--- config.mk ---
export PLATFORM = sky130hd
export DESIGN_NAME = trap_vector_router
export DESIGN_NICKNAME = d
export VERILOG_FILES = /design/src/rtl/trap_route_pkg.sv /design/src/rtl/trap_mode_select.sv /design/src/rtl/trap_vector_calc.sv /design/src/rtl/trap_out_stage.sv /design/src/rtl/trap_vector_router.sv
export SDC_FILE = /design/constraint.sdc
export NUM_CORES = 1
export LEC_CHECK = 0
export BUFFER_PORTS_ARGS = -buffer_cell sky130_fd_sc_hd__buf_2
export CAP_MARGIN = 20
export CORE_AREA = 2 2 134 136
export DETAILED_ROUTE_END_ITERATION = 16
export DIE_AREA = 0 0 136 138
export PLACE_DENSITY = 0.56
export SYNTH_ARGS = -nofsm -noshare
export SYNTH_HDL_FRONTEND = slang
export SYNTH_SLANG_ARGS = --single-unit
--- constraint.sdc ---
create_clock -name clk -period 2.39 [get_ports clk]
set_input_delay 0.478 -clock clk [delete_from_list [all_inputs] [get_ports clk]]
set_output_delay 0.478 -clock clk [all_outputs]
set_load 0.1 [all_outputs]
--- src/rtl/trap_route_pkg.sv ---
// Shared types for the trap vector router.
// Assumes a two-bit mode code that the neighbouring trap-entry logic decodes.
package trap_route_pkg;

    typedef enum logic [1:0] {
        MODE_PRIV  = 2'd0,
        MODE_HYPER = 2'd1,
        MODE_RED   = 2'd2,
        MODE_ERROR = 2'd3
    } trap_mode_e;

    typedef enum logic [1:0] {
        LVL_USER  = 2'd0,
        LVL_PRIV  = 2'd1,
        LVL_HYPER = 2'd2
    } priv_lvl_e;

endpackage

--- src/rtl/trap_mode_select.sv ---
// Picks the handler mode and the vector trap type from the privilege bits,
// the trap level and the trap type.
// Assumes MAX_TL fits in TLW bits and MAX_PTL < MAX_TL - 1.
module trap_mode_select
    import trap_route_pkg::*;
#(
    parameter int TLW          = 3,
    parameter int TTW          = 9,
    parameter int MAX_TL       = 6,
    parameter int MAX_PTL      = 2,
    parameter int HV_THRESH    = 384,
    parameter int RED_VEC_TT   = 5,
    parameter int WDOG_VEC_TT  = 2
) (
    input  logic             clk,
    input  logic             rst_n,
    input  logic             hpriv_i,
    input  logic             priv_i,
    input  logic             red_i,
    input  logic [TLW-1:0]   tl_i,
    input  logic [TTW-1:0]   tt_i,
    output trap_mode_e       mode_o,
    output logic [TTW-1:0]   vec_tt_o,
    output logic             nested_o
);

    localparam logic [TLW-1:0] TL_RED  = TLW'(MAX_TL - 1);
    localparam logic [TLW-1:0] TL_ERR  = TLW'(MAX_TL);
    localparam logic [TLW-1:0] TL_PTL  = TLW'(MAX_PTL);
    localparam logic [TTW-1:0] TT_THR  = TTW'(HV_THRESH);
    localparam logic [TTW-1:0] TT_RED  = TTW'(RED_VEC_TT);
    localparam logic [TTW-1:0] TT_WDOG = TTW'(WDOG_VEC_TT);

    priv_lvl_e cur_lvl;
    logic      next_is_hyper;

    // Classify the caller's privilege level (hpriv dominates priv).
    always_comb begin
        if (hpriv_i)     cur_lvl = LVL_HYPER;
        else if (priv_i) cur_lvl = LVL_PRIV;
        else             cur_lvl = LVL_USER;
    end

    assign next_is_hyper = (cur_lvl == LVL_HYPER);

    // Priority routing: RED, error, watchdog, hyper, then privileged.
    always_comb begin
        if (red_i || (tl_i == TL_RED)) begin
            mode_o   = MODE_RED;
            vec_tt_o = TT_RED;
        end else if (tl_i >= TL_ERR) begin
            mode_o   = MODE_ERROR;
            vec_tt_o = tt_i;
        end else if (!next_is_hyper && (tl_i > TL_PTL)) begin
            mode_o   = MODE_HYPER;
            vec_tt_o = TT_WDOG;
        end else if (next_is_hyper || (tt_i >= TT_THR)) begin
            mode_o   = MODE_HYPER;
            vec_tt_o = tt_i;
        end else begin
            mode_o   = MODE_PRIV;
            vec_tt_o = tt_i;
        end
    end

    // The new trap level is above one exactly when the current level is nonzero.
    assign nested_o = (tl_i != '0);


    red_route_chk: assert property (@(posedge clk) disable iff (!rst_n)
        red_i |-> (mode_o == MODE_RED && vec_tt_o == TT_RED));


    err_route_chk: assert property (@(posedge clk) disable iff (!rst_n)
        (!red_i && tl_i >= TL_ERR) |-> (mode_o == MODE_ERROR));


    hyper_caller_chk: assert property (@(posedge clk) disable iff (!rst_n)
        (hpriv_i && !red_i && tl_i < TL_RED) |-> (mode_o == MODE_HYPER && vec_tt_o == tt_i));


    hyper_cause_chk: assert property (@(posedge clk) disable iff (!rst_n)
        (mode_o == MODE_HYPER && !hpriv_i) |-> (tl_i > TL_PTL || tt_i >= TT_THR));

endmodule

--- src/rtl/trap_vector_calc.sv ---
// Forms the handler PC for the chosen mode and the two sequential addresses.
// Assumes AW >= 40 so the RED base fits and TTW + 5 <= 14.
module trap_vector_calc
    import trap_route_pkg::*;
#(
    parameter int             AW       = 64,
    parameter int             TTW      = 9,
    parameter logic [AW-1:0]  RED_BASE = '0,
    parameter int             INST_B   = 4
) (
    input  logic             clk,
    input  logic             rst_n,
    input  trap_mode_e       mode_i,
    input  logic [TTW-1:0]   vec_tt_i,
    input  logic             nested_i,
    input  logic [AW-1:0]    tba_i,
    input  logic [AW-1:0]    htba_i,
    output logic [AW-1:0]    pc_o,
    output logic [AW-1:0]    npc_o,
    output logic [AW-1:0]    nnpc_o
);

    localparam logic [AW-1:0] LOW8   = AW'(8'hFF);
    localparam logic [AW-1:0] LOW14  = AW'(16'h3FFF);
    localparam logic [AW-1:0] LOW15  = AW'(16'h7FFF);
    localparam logic [AW-1:0] BIT14  = AW'(16'h4000);
    localparam logic [AW-1:0] STEP1  = AW'(INST_B);
    localparam logic [AW-1:0] STEP2  = AW'(2 * INST_B);

    logic [AW-1:0] tt_shift;
    logic [AW-1:0] red_pc, hyper_pc, priv_pc;

    // Trap type scaled to a 32-byte handler slot.
    assign tt_shift = AW'(vec_tt_i) << 5;

    // Three candidate vectors, one per handler region.
    always_comb begin
        red_pc   = RED_BASE | (tt_shift & LOW8);
        hyper_pc = (htba_i & ~LOW14) | (tt_shift & LOW14);
        priv_pc  = (tba_i & ~LOW15) | (nested_i ? BIT14 : '0) | (tt_shift & LOW14);
    end

    // Select the vector for the chosen mode; error mode yields zeros.
    always_comb begin
        unique case (mode_i)
            MODE_RED:   pc_o = red_pc;
            MODE_HYPER: pc_o = hyper_pc;
            MODE_PRIV:  pc_o = priv_pc;
            default:    pc_o = '0;
        endcase
    end

    // Sequential fetch addresses following the handler entry.
    always_comb begin
        if (mode_i == MODE_ERROR) begin
            npc_o  = '0;
            nnpc_o = '0;
        end else begin
            npc_o  = pc_o + STEP1;
            nnpc_o = pc_o + STEP2;
        end
    end


    npc_step_chk: assert property (@(posedge clk) disable iff (!rst_n)
        (mode_i != MODE_ERROR) |-> (npc_o - pc_o == STEP1 && nnpc_o - npc_o == STEP1));


    hyper_base_chk: assert property (@(posedge clk) disable iff (!rst_n)
        (mode_i == MODE_HYPER) |-> (pc_o[AW-1:14] == htba_i[AW-1:14] && pc_o[4:0] == 5'd0));


    priv_nest_chk: assert property (@(posedge clk) disable iff (!rst_n)
        (mode_i == MODE_PRIV) |-> (pc_o[14] == nested_i && pc_o[AW-1:15] == tba_i[AW-1:15]));

endmodule

--- src/rtl/trap_out_stage.sv ---
// Optional output register: REG_OUT=1 adds one cycle of latency with a
// synchronous active-low reset to zero, REG_OUT=0 passes straight through.
module trap_out_stage #(
    parameter int W       = 8,
    parameter bit REG_OUT = 1'b1
) (
    input  logic         clk,
    input  logic         rst_n,
    input  logic [W-1:0] d_i,
    output logic [W-1:0] q_o
);

    generate
        if (REG_OUT) begin : g_reg
            logic [W-1:0] q_r;

            // Capture the routing result every cycle.
            always_ff @(posedge clk) begin
                if (!rst_n) q_r <= '0;
                else        q_r <= d_i;
            end

            assign q_o = q_r;


            reg_follow_chk: assert property (@(posedge clk) disable iff (!rst_n)
                $past(rst_n) |-> (q_o == $past(d_i)));
        end else begin : g_comb
            assign q_o = d_i;
        end
    endgenerate

endmodule

--- src/rtl/trap_vector_router.sv ---
// Top of the trap vector router: mode selection, vector formation and an
// optional output register. Assumes trap-level and type widths that match the
// trap-entry logic around it.
module trap_vector_router
    import trap_route_pkg::*;
#(
    parameter int             AW        = 64,
    parameter int             TLW       = 3,
    parameter int             TTW       = 9,
    parameter int             MAX_TL    = 6,
    parameter int             MAX_PTL   = 2,
    parameter int             HV_THRESH = 384,
    parameter logic [AW-1:0]  RED_BASE  = AW'(40'hFF_F000_0000),
    parameter bit             REG_OUT   = 1'b1
) (
    input  logic            clk,
    input  logic            rst_n,
    input  logic            cur_hpriv,
    input  logic            cur_priv,
    input  logic            cur_red,
    input  logic [TLW-1:0]  cur_tl,
    input  logic [TTW-1:0]  trap_type,
    input  logic [AW-1:0]   tba,
    input  logic [AW-1:0]   htba,
    output logic [1:0]      mode_o,
    output logic [TTW-1:0]  vec_tt_o,
    output logic [AW-1:0]   handler_pc_o,
    output logic [AW-1:0]   handler_npc_o,
    output logic [AW-1:0]   handler_nnpc_o
);

    localparam int OUT_W = 2 + TTW + 3 * AW;

    trap_mode_e      sel_mode;
    logic [TTW-1:0]  sel_tt;
    logic            sel_nested;
    logic [AW-1:0]   pc_c, npc_c, nnpc_c;
    logic [OUT_W-1:0] bus_d, bus_q;

    trap_mode_select #(
        .TLW(TLW), .TTW(TTW), .MAX_TL(MAX_TL), .MAX_PTL(MAX_PTL),
        .HV_THRESH(HV_THRESH), .RED_VEC_TT(5), .WDOG_VEC_TT(2)
    ) u_sel (
        .clk(clk), .rst_n(rst_n),
        .hpriv_i(cur_hpriv), .priv_i(cur_priv), .red_i(cur_red),
        .tl_i(cur_tl), .tt_i(trap_type),
        .mode_o(sel_mode), .vec_tt_o(sel_tt), .nested_o(sel_nested)
    );

    trap_vector_calc #(
        .AW(AW), .TTW(TTW), .RED_BASE(RED_BASE), .INST_B(4)
    ) u_calc (
        .clk(clk), .rst_n(rst_n),
        .mode_i(sel_mode), .vec_tt_i(sel_tt), .nested_i(sel_nested),
        .tba_i(tba), .htba_i(htba),
        .pc_o(pc_c), .npc_o(npc_c), .nnpc_o(nnpc_c)
    );

    assign bus_d = {sel_mode, sel_tt, pc_c, npc_c, nnpc_c};

    trap_out_stage #(.W(OUT_W), .REG_OUT(REG_OUT)) u_out (
        .clk(clk), .rst_n(rst_n), .d_i(bus_d), .q_o(bus_q)
    );

    assign {mode_o, vec_tt_o, handler_pc_o, handler_npc_o, handler_nnpc_o} = bus_q;

endmodule

After elaboration in Yosys (flattened, before gate mapping) --
Cells that the tools add are included. Widths: inputs -> output; s select.
Storage, ports and cells: bits in registers 203
Operators by class: bitwise gates (word level) 4, reduce and logical (&&, ||, !) cells 7, add/sub/neg operators 2, mux-type cells 11, eq/ne operators 5, magnitude comparators 3
Operators by type and width (count):
- $pmux 64 s3 | 1
- $or 64x14->64 | 2
- $add 64x3->64 const B | 1
- $add 64x4->64 const B | 1
- $or 64x64->64 | 1
- $mux 9 | 3
- $mux 15 | 1
- $ge 9x9->1 const B | 1
- $mux 2 | 4
- $eq 2x2->1 const B | 3
- $eq 3x3->1 const B | 1
- $ge 3x3->1 const B | 1
- $gt 3x2->1 const B | 1
- $reduce_bool 3->1 | 1
- $eq 2x1->1 const B | 1
- $logic_not 2->1 | 1
- $logic_or 1x1->1 | 2
- $mux 1 | 2
- $reduce_or 2->1 | 1
- $logic_and 1x1->1 | 1
- $logic_not 1->1 | 1
- $not 1->1 | 1

Depth between registers and ports, before layout --
Gate-level depths: netlist of run 1.
word-level depth 11, gate-level depth with buffers 6, gate-level depth less buffers 4

Hierarchy --
A second synthesis of run 1 with hierarchy kept.
Unflattened totals: cell total of the unflattened synthesis 717, area total of the unflattened synthesis 7462.2 um^2
By module, submodules not included:
- trap_out_stage | instances 1, area an instance 5562.8 um^2, cells each 428
- trap_vector_calc | instances 1, area an instance 1702.9 um^2, cells each 263
- trap_mode_select | instances 1, area an instance 196.4 um^2, cells each 26

Worst setup path after synthesis of run 1 --
Ideal clock, no wire load.
kind reg-to-output, from register u_out.g_reg.q_r[74] (netlist: u_out.q_o[74]), to output handler_npc_o[10], required time 1.912 ns, buffers on the path 1, stages on the path, launching flop included 2, path slack 0.556 ns, arrival 1.356 ns, cell sequence dfxtp_1 -> buf_4
RTL lines:
- start: declaration | RTL line trap_out_stage.sv:15 | logic [W-1:0] q_r;
- start signal: assignment | RTL line trap_out_stage.sv:20 | else q_r <= d_i;
- end: declaration | RTL line trap_vector_router.sv:28 | output logic [AW-1:0] handler_npc_o,
No word-level cell between the ends.

Final worst setup path of run 1 --
from register u_out.g_reg.q_r[120] (netlist: u_out.q_o[120]), to output handler_npc_o[56]
No word-level cell between the ends.

==> impl_metrics.ini, run 1 <==
[status]
status = finished clean

[global_routing]
grt-ovfl-total = 0
antenna_found_initial = 0
grt_max_degree = 43
grt_pass1_wl_mm = 19.4
first_global_vias = 3654
grt_usage_pct = 13.5

[routing]
drc = 0
avgRoutedWirePerCell_um = 13.0
viasPerCell = 4.13
vias = 4099
routed_wl_mm = 12.9
dr.pass1.iters = 5
ant_nets = 0
dr.first_iter.drc_count = 171

[floorplan]
num_rows = 49
initial_core_util_pct = 26.2
die_w_um = 136
pin_count = 348
dieArea_um2 = 18800
fp.coreArea_um2 = 17500
die_h_um = 138

[clock_tree]
ctsHtreeMaxLevel = 4
cts_buffer_depth = 2
clock-sinks = 130
post_cts.repair.setup_buffers = 0
numCtsBuffers = 17
clk_pin_slew_ns = 0.06
cts_resized = 0
cts_root_buf = clkbuf_16
hold_buffers = 0
cts_tree = done

[timing]
relSlewSlack_pct = 64.7
timing.setup.tns_ns = 0
period_share_pct = 71.0
tightest_slew_ns = 0.533
hold_viol_final = 0
min_period_ns = 1.70
rsz0062_at_grt = false
setup_violations = 0
maxSlewViolCount = 0
fmax_mhz = 589

[synth]
syn_avg_cell_area_um2 = 9.06
synth_commonest_cells = dfxtp_1 (130), nand2_1 (105), buf_4 (80)
ys_ff_latch = 130
synth_top_area_share_pct = 56.6
synthTopCellsByArea = dfxtp_1 (57%), buf_4 (13%), a21oi_1 (8.6%)
synthArstFlopShare_pct = 0
syn_inst = 507
syn-cell-area_um2 = 4600
synth_top_cell_by_area = dfxtp_1
synth_flop_cell = dfxtp_1
synth_enable_flop_cells = 0
yosys_warnings = 0
yosysSeqAreaShare_pct = 56.6
synth_cell_types = 26
post-synth-top-count-cell = dfxtp_1

[worst_setup_path]
required_ns = 1.91
cp-end-kind = output port
crit_arrival_ns = 1.22
crit_family = buffers and inverters
crit_start = u_out.q_o[120]$_SDFF_PP0_
crit_path_cell_trace = buf_2
path_buf_inv = 1
critical_path.slowest_cell = buf_2
worstSetupPathType = flip-flop to output port
start_kind = flip-flop
cpPeakStageDelay_ns = 0.45
cp_max_fo = 2

[placed_design]
place.gp.congestion = 0.782
port_buffers = 304
dp.cells = 961
dp_hpwl_mm = 9.63

[cells_and_area]
final_util_pct = 36.8
stdcell_count = 992
largest_reg_flops = 130
num_antenna_cells = 0
finalNetCount = 896
area_growth_pct = 40.3
drive_gt1_share_pct = 45.9

[power_and_ir_drop]
power.switching_w = 0.00246
powerDensity_nw_per_um2 = 1030
vdd_ir_drop_max_v = 0.000441
seq_power_share_pct = 34.7
p_int_w = 0.00421
p_clk_share_pct = 40.0
p_leak_nw = 3.43
comb_power_share_pct = 25.4
swShare_pct = 36.9

[worst_hold_path]
hold_path.startpoint = trap_type[6]
hold_class = input port to flip-flop

[job]
cap_violations = 0
-- cell type report --
type                            count  area (µm²)
Clock buffer                       19         453
Clock inverter                     12         158
Fill cell                        1823       11100
Inverter                           10        37.5
Multi-Input combinational cell    278        1300
Sequential cell                   130        2600
Tap cell                          229         287
Timing Repair Buffer              314        1610
-- through the flow --
step | setup WS, ns | hold WS [ns] | power (W) | instance area (µm²)
2_1_floorplan | 0.556 | 0.600 | 0.00384 | 4640
3_3_place_gp | 0.486 | 0.696 | 0.00406 | 5840
3_5_place_dp | 0.458 | 0.697 | 0.00406 | 5840
4_1_cts | 0.641 | 0.262 | 0.00675 | 6450
5_1_grt | 0.610 | 0.261 | 0.00691 | 6450
6_report | 0.694 | 0.285 | 0.00666 | 6450
-- cell families (layout without fill, tap and decap cells) --
logic type / after synthesis / count (layout) / share of synthesized area (%)
other cells: 1 / 13 / 0.0816
flops: 130 / 130 / 56.6
simple gates: 150 / 150 / 13.3
buf+inv: 111 / 355 / 16.2
compound gates: 115 / 115 / 13.7
-- power by group through the flow --
stage,sequential [W],combinational (W),clock (W)
2_1_floorplan,0.00312,0.000716,0
5_1_grt,0.00232,0.00176,0.00284
6_report,0.00231,0.00169,0.00266
3_5_place_dp,0.00236,0.00170,0
3_3_place_gp,0.00236,0.00170,0
4_1_cts,0.00231,0.00170,0.00274
-- cells in the final DEF (no fill, tap or decap), types with 2 or more instances in the layout --
cell type | Yosys | routed
buf_4 | 80 | 9
nand2_1 | 105 | 103
nand2b_1 | 3 | 3
clkinvlp_4 | 0 | 3
nor2_1 | 24 | 24
a31oi_1 | 27 | 27
clkbuf_16 | 0 | 17
o21ai_0 | 3 | 2
inv_1 | 10 | 10
nand2_2 | 0 | 2
a21oi_1 | 79 | 79
bufinv_16 | 0 | 3
nor2b_1 | 4 | 4
dfxtp_1 | 130 | 130
clkinv_4 | 0 | 3
nor3_1 | 4 | 4
buf_2 | 11 | 304
conb_1 | 1 | 13
clkinv_2 | 0 | 2
and2_1 | 7 | 6
clkbuf_8 | 0 | 2
-- path summary, 6_finish.rpt --
kind	to	depth (start not counted)
setup / recovery	handler_npc_o[56]	1
hold / removal	u_out.q_o[198]$_SDFF_PN0_	2
-- metal layers --
layer	wire length, µm	vias up	global-route usage, %
met5	0	-	0
met4	184	0	5.15
met3	1140	10	4.95
met2	6470	193	23.5
met1	5140	1830	14.9
li1	-	2066	-
Power figures use the tool's default switching activity.
==> run 2, diff against run 1 <==
- PLACE_DENSITY: 0.56 -> 0.58
- clock period: 2.39 -> 1.4 ns (I/O delays scaled with it)
==> impl_metrics.ini, run 2 (synthesis results as in run 1) <==
[cells_and_area]
fin_area_um2 = 7230
drive_gt1_share_pct = 54.7
final.fill_count = 1784
area_growth_pct = 57.4
layout_commonest_cell = buf_4
largest_reg_flops = 130
finalNetCount = 916
final_cell_mix = buf_4 (208), buf_2 (114), nand2_1 (103)

[clock_tree]
clk_pin_slew_ns = 0.06
hold_buffers = 0
ctsHtreeMaxLevel = 4
clock-sinks = 130
cts_root_buf = clkbuf_16
numCtsBuffers = 17
cts_buffer_depth = 2
post_cts.repair.setup_buffers = 0
cts_tree = done

[global_routing]
antenna_found_initial = 1
grt-ovfl-total = 0
grt_pass1_wl_mm = 20.3
grt_usage_pct = 14.2
first_global_vias = 3936
grt_max_degree = 47

[job]
cap_violations = 0

[timing]
rsz0062_at_grt = true
setup_violations = 0
maxSlewViolCount = 0
fin_ws_ns = 0.0274
timing.setup.tns_ns = 0
fmax_mhz = 729
min_period_ns = 1.37
hold_ws_ns = 0.0930
period_share_pct = 98.0
hold_viol_final = 0

[routing]
routed_wl_mm = 13.9
viasPerCell = 4.21
avgRoutedWirePerCell_um = 13.7
drc = 0
dr.pass1.iters = 5
vias = 4262
ant_nets = 0
dr.first_iter.drc_count = 130

[placed_design]
dpl_cell_area_um2 = 6180
dp_hpwl_mm = 10.3
dp_slack_ns = -0.158
place.gp.congestion = 0.806
port_buffers = 304

[worst_setup_path]
path_buf_inv = 1
critical_path.slowest_cell = dfxtp_2
cp_max_fo = 2
crit_family = flip-flops
required_ns = 1.12
cpPeakStageDelay_ns = 0.35
crit_arrival_ns = 1.09
worstSetupPathType = flip-flop to output port
crit_path_cell_trace = clkbuf_4
cp-end-kind = output port
start_kind = flip-flop

[power_and_ir_drop]
powerDensity_nw_per_um2 = 1580
p_leak_nw = 3.61
vdd_ir_drop_max_v = 0.000740
p_total_w = 0.0114

[worst_hold_path]
min_to = u_out.q_o[198]$_SDFF_PN0_
hold_path.startpoint = trap_type[6]
hold_class = input port to flip-flop
min_path_cells = 2

[floorplan]
die_w_um = 136
dieArea_um2 = 18800
num_rows = 49
initial_core_util_pct = 26.2
die_h_um = 138
pin_count = 348
fp.coreArea_um2 = 17500

[status]
status = finished clean
-- run 2: changes by cell type in the layout (fill, tap and decap cells not counted), sizes merged --
cell,delta
bufinv,-1
clkbuf,+4
buf,+18
diode,+1
inv,-1
clkinvlp,-1
-- run 2: how the worst max path moves through the flow --
stage	start	endpoint	slack [ns]	cells after the start
4_1_cts	u_out.q_o[91]$_SDFF_PP0_	handler_npc_o[27]	-0.1	1
3_5_place_dp	cur_tl[0]	u_out.q_o[78]$_SDFF_PP0_	-0.16	6
2_1_floorplan	u_out.q_o[74]$_SDFF_PP0_	handler_npc_o[10]	0.1	1
3_3_place_gp	cur_tl[0]	u_out.q_o[78]$_SDFF_PP0_	-0.14	6
6_report	u_out.q_o[91]$_SDFF_PP0_	handler_npc_o[27]	0.03	1
5_1_grt	u_out.q_o[91]$_SDFF_PP0_	handler_npc_o[27]	-0.02	1
-- run 2: final cells by class --
class | instances | area, µm² | area share [%]
antenna | 1 | 2.50 | 0.0346
clock buffer | 21 | 470 | 6.51
clock inverter | 9 | 108 | 1.49
inverter | 10 | 37.5 | 0.519
multi-input combinational | 278 | 1300 | 18.0
sequential | 130 | 2680 | 37.0
tap | 229 | 287 | 3.96
timing repair buffer | 334 | 2350 | 32.5
-- run 2: per-layer routing --
metal	wire length, µm	share of wire, %	global-route usage (%)	vias up
li1	-	-	-	2112
met1	5320	38	15.3	1923
met2	7150	52	25.5	210
met3	1090	7.9	4.33	17
met4	302	2.2	5.65	0
met5	0	0	0	-
-- run 2: timing repair --
item                       in CTS  in global routing
setup endpoints to repair     187                  2
resized for setup             185                  2
hold endpoints to repair        0                  0
-- run 2: where the power goes --
| part | total, W | internal [W] | switching [W] |
|---|---|---|---|
| sequential | 0.00398 | 0.00390 | 0.0000827 |
| combinational | 0.00313 | 0.000626 | 0.00250 |
| clock | 0.00432 | 0.00274 | 0.00158 |
| total | 0.0114 | 0.00726 | 0.00416 |
-- run 2: per-stage QoR --
stage / utilization, % / std cells
after floorplan: - / 519
after global placement: 35.3 / 981
after detailed placement: 35.3 / 981
after CTS: 41.2 / 1011
after global routing: 41.2 / 1012
final: 41.2 / 1012
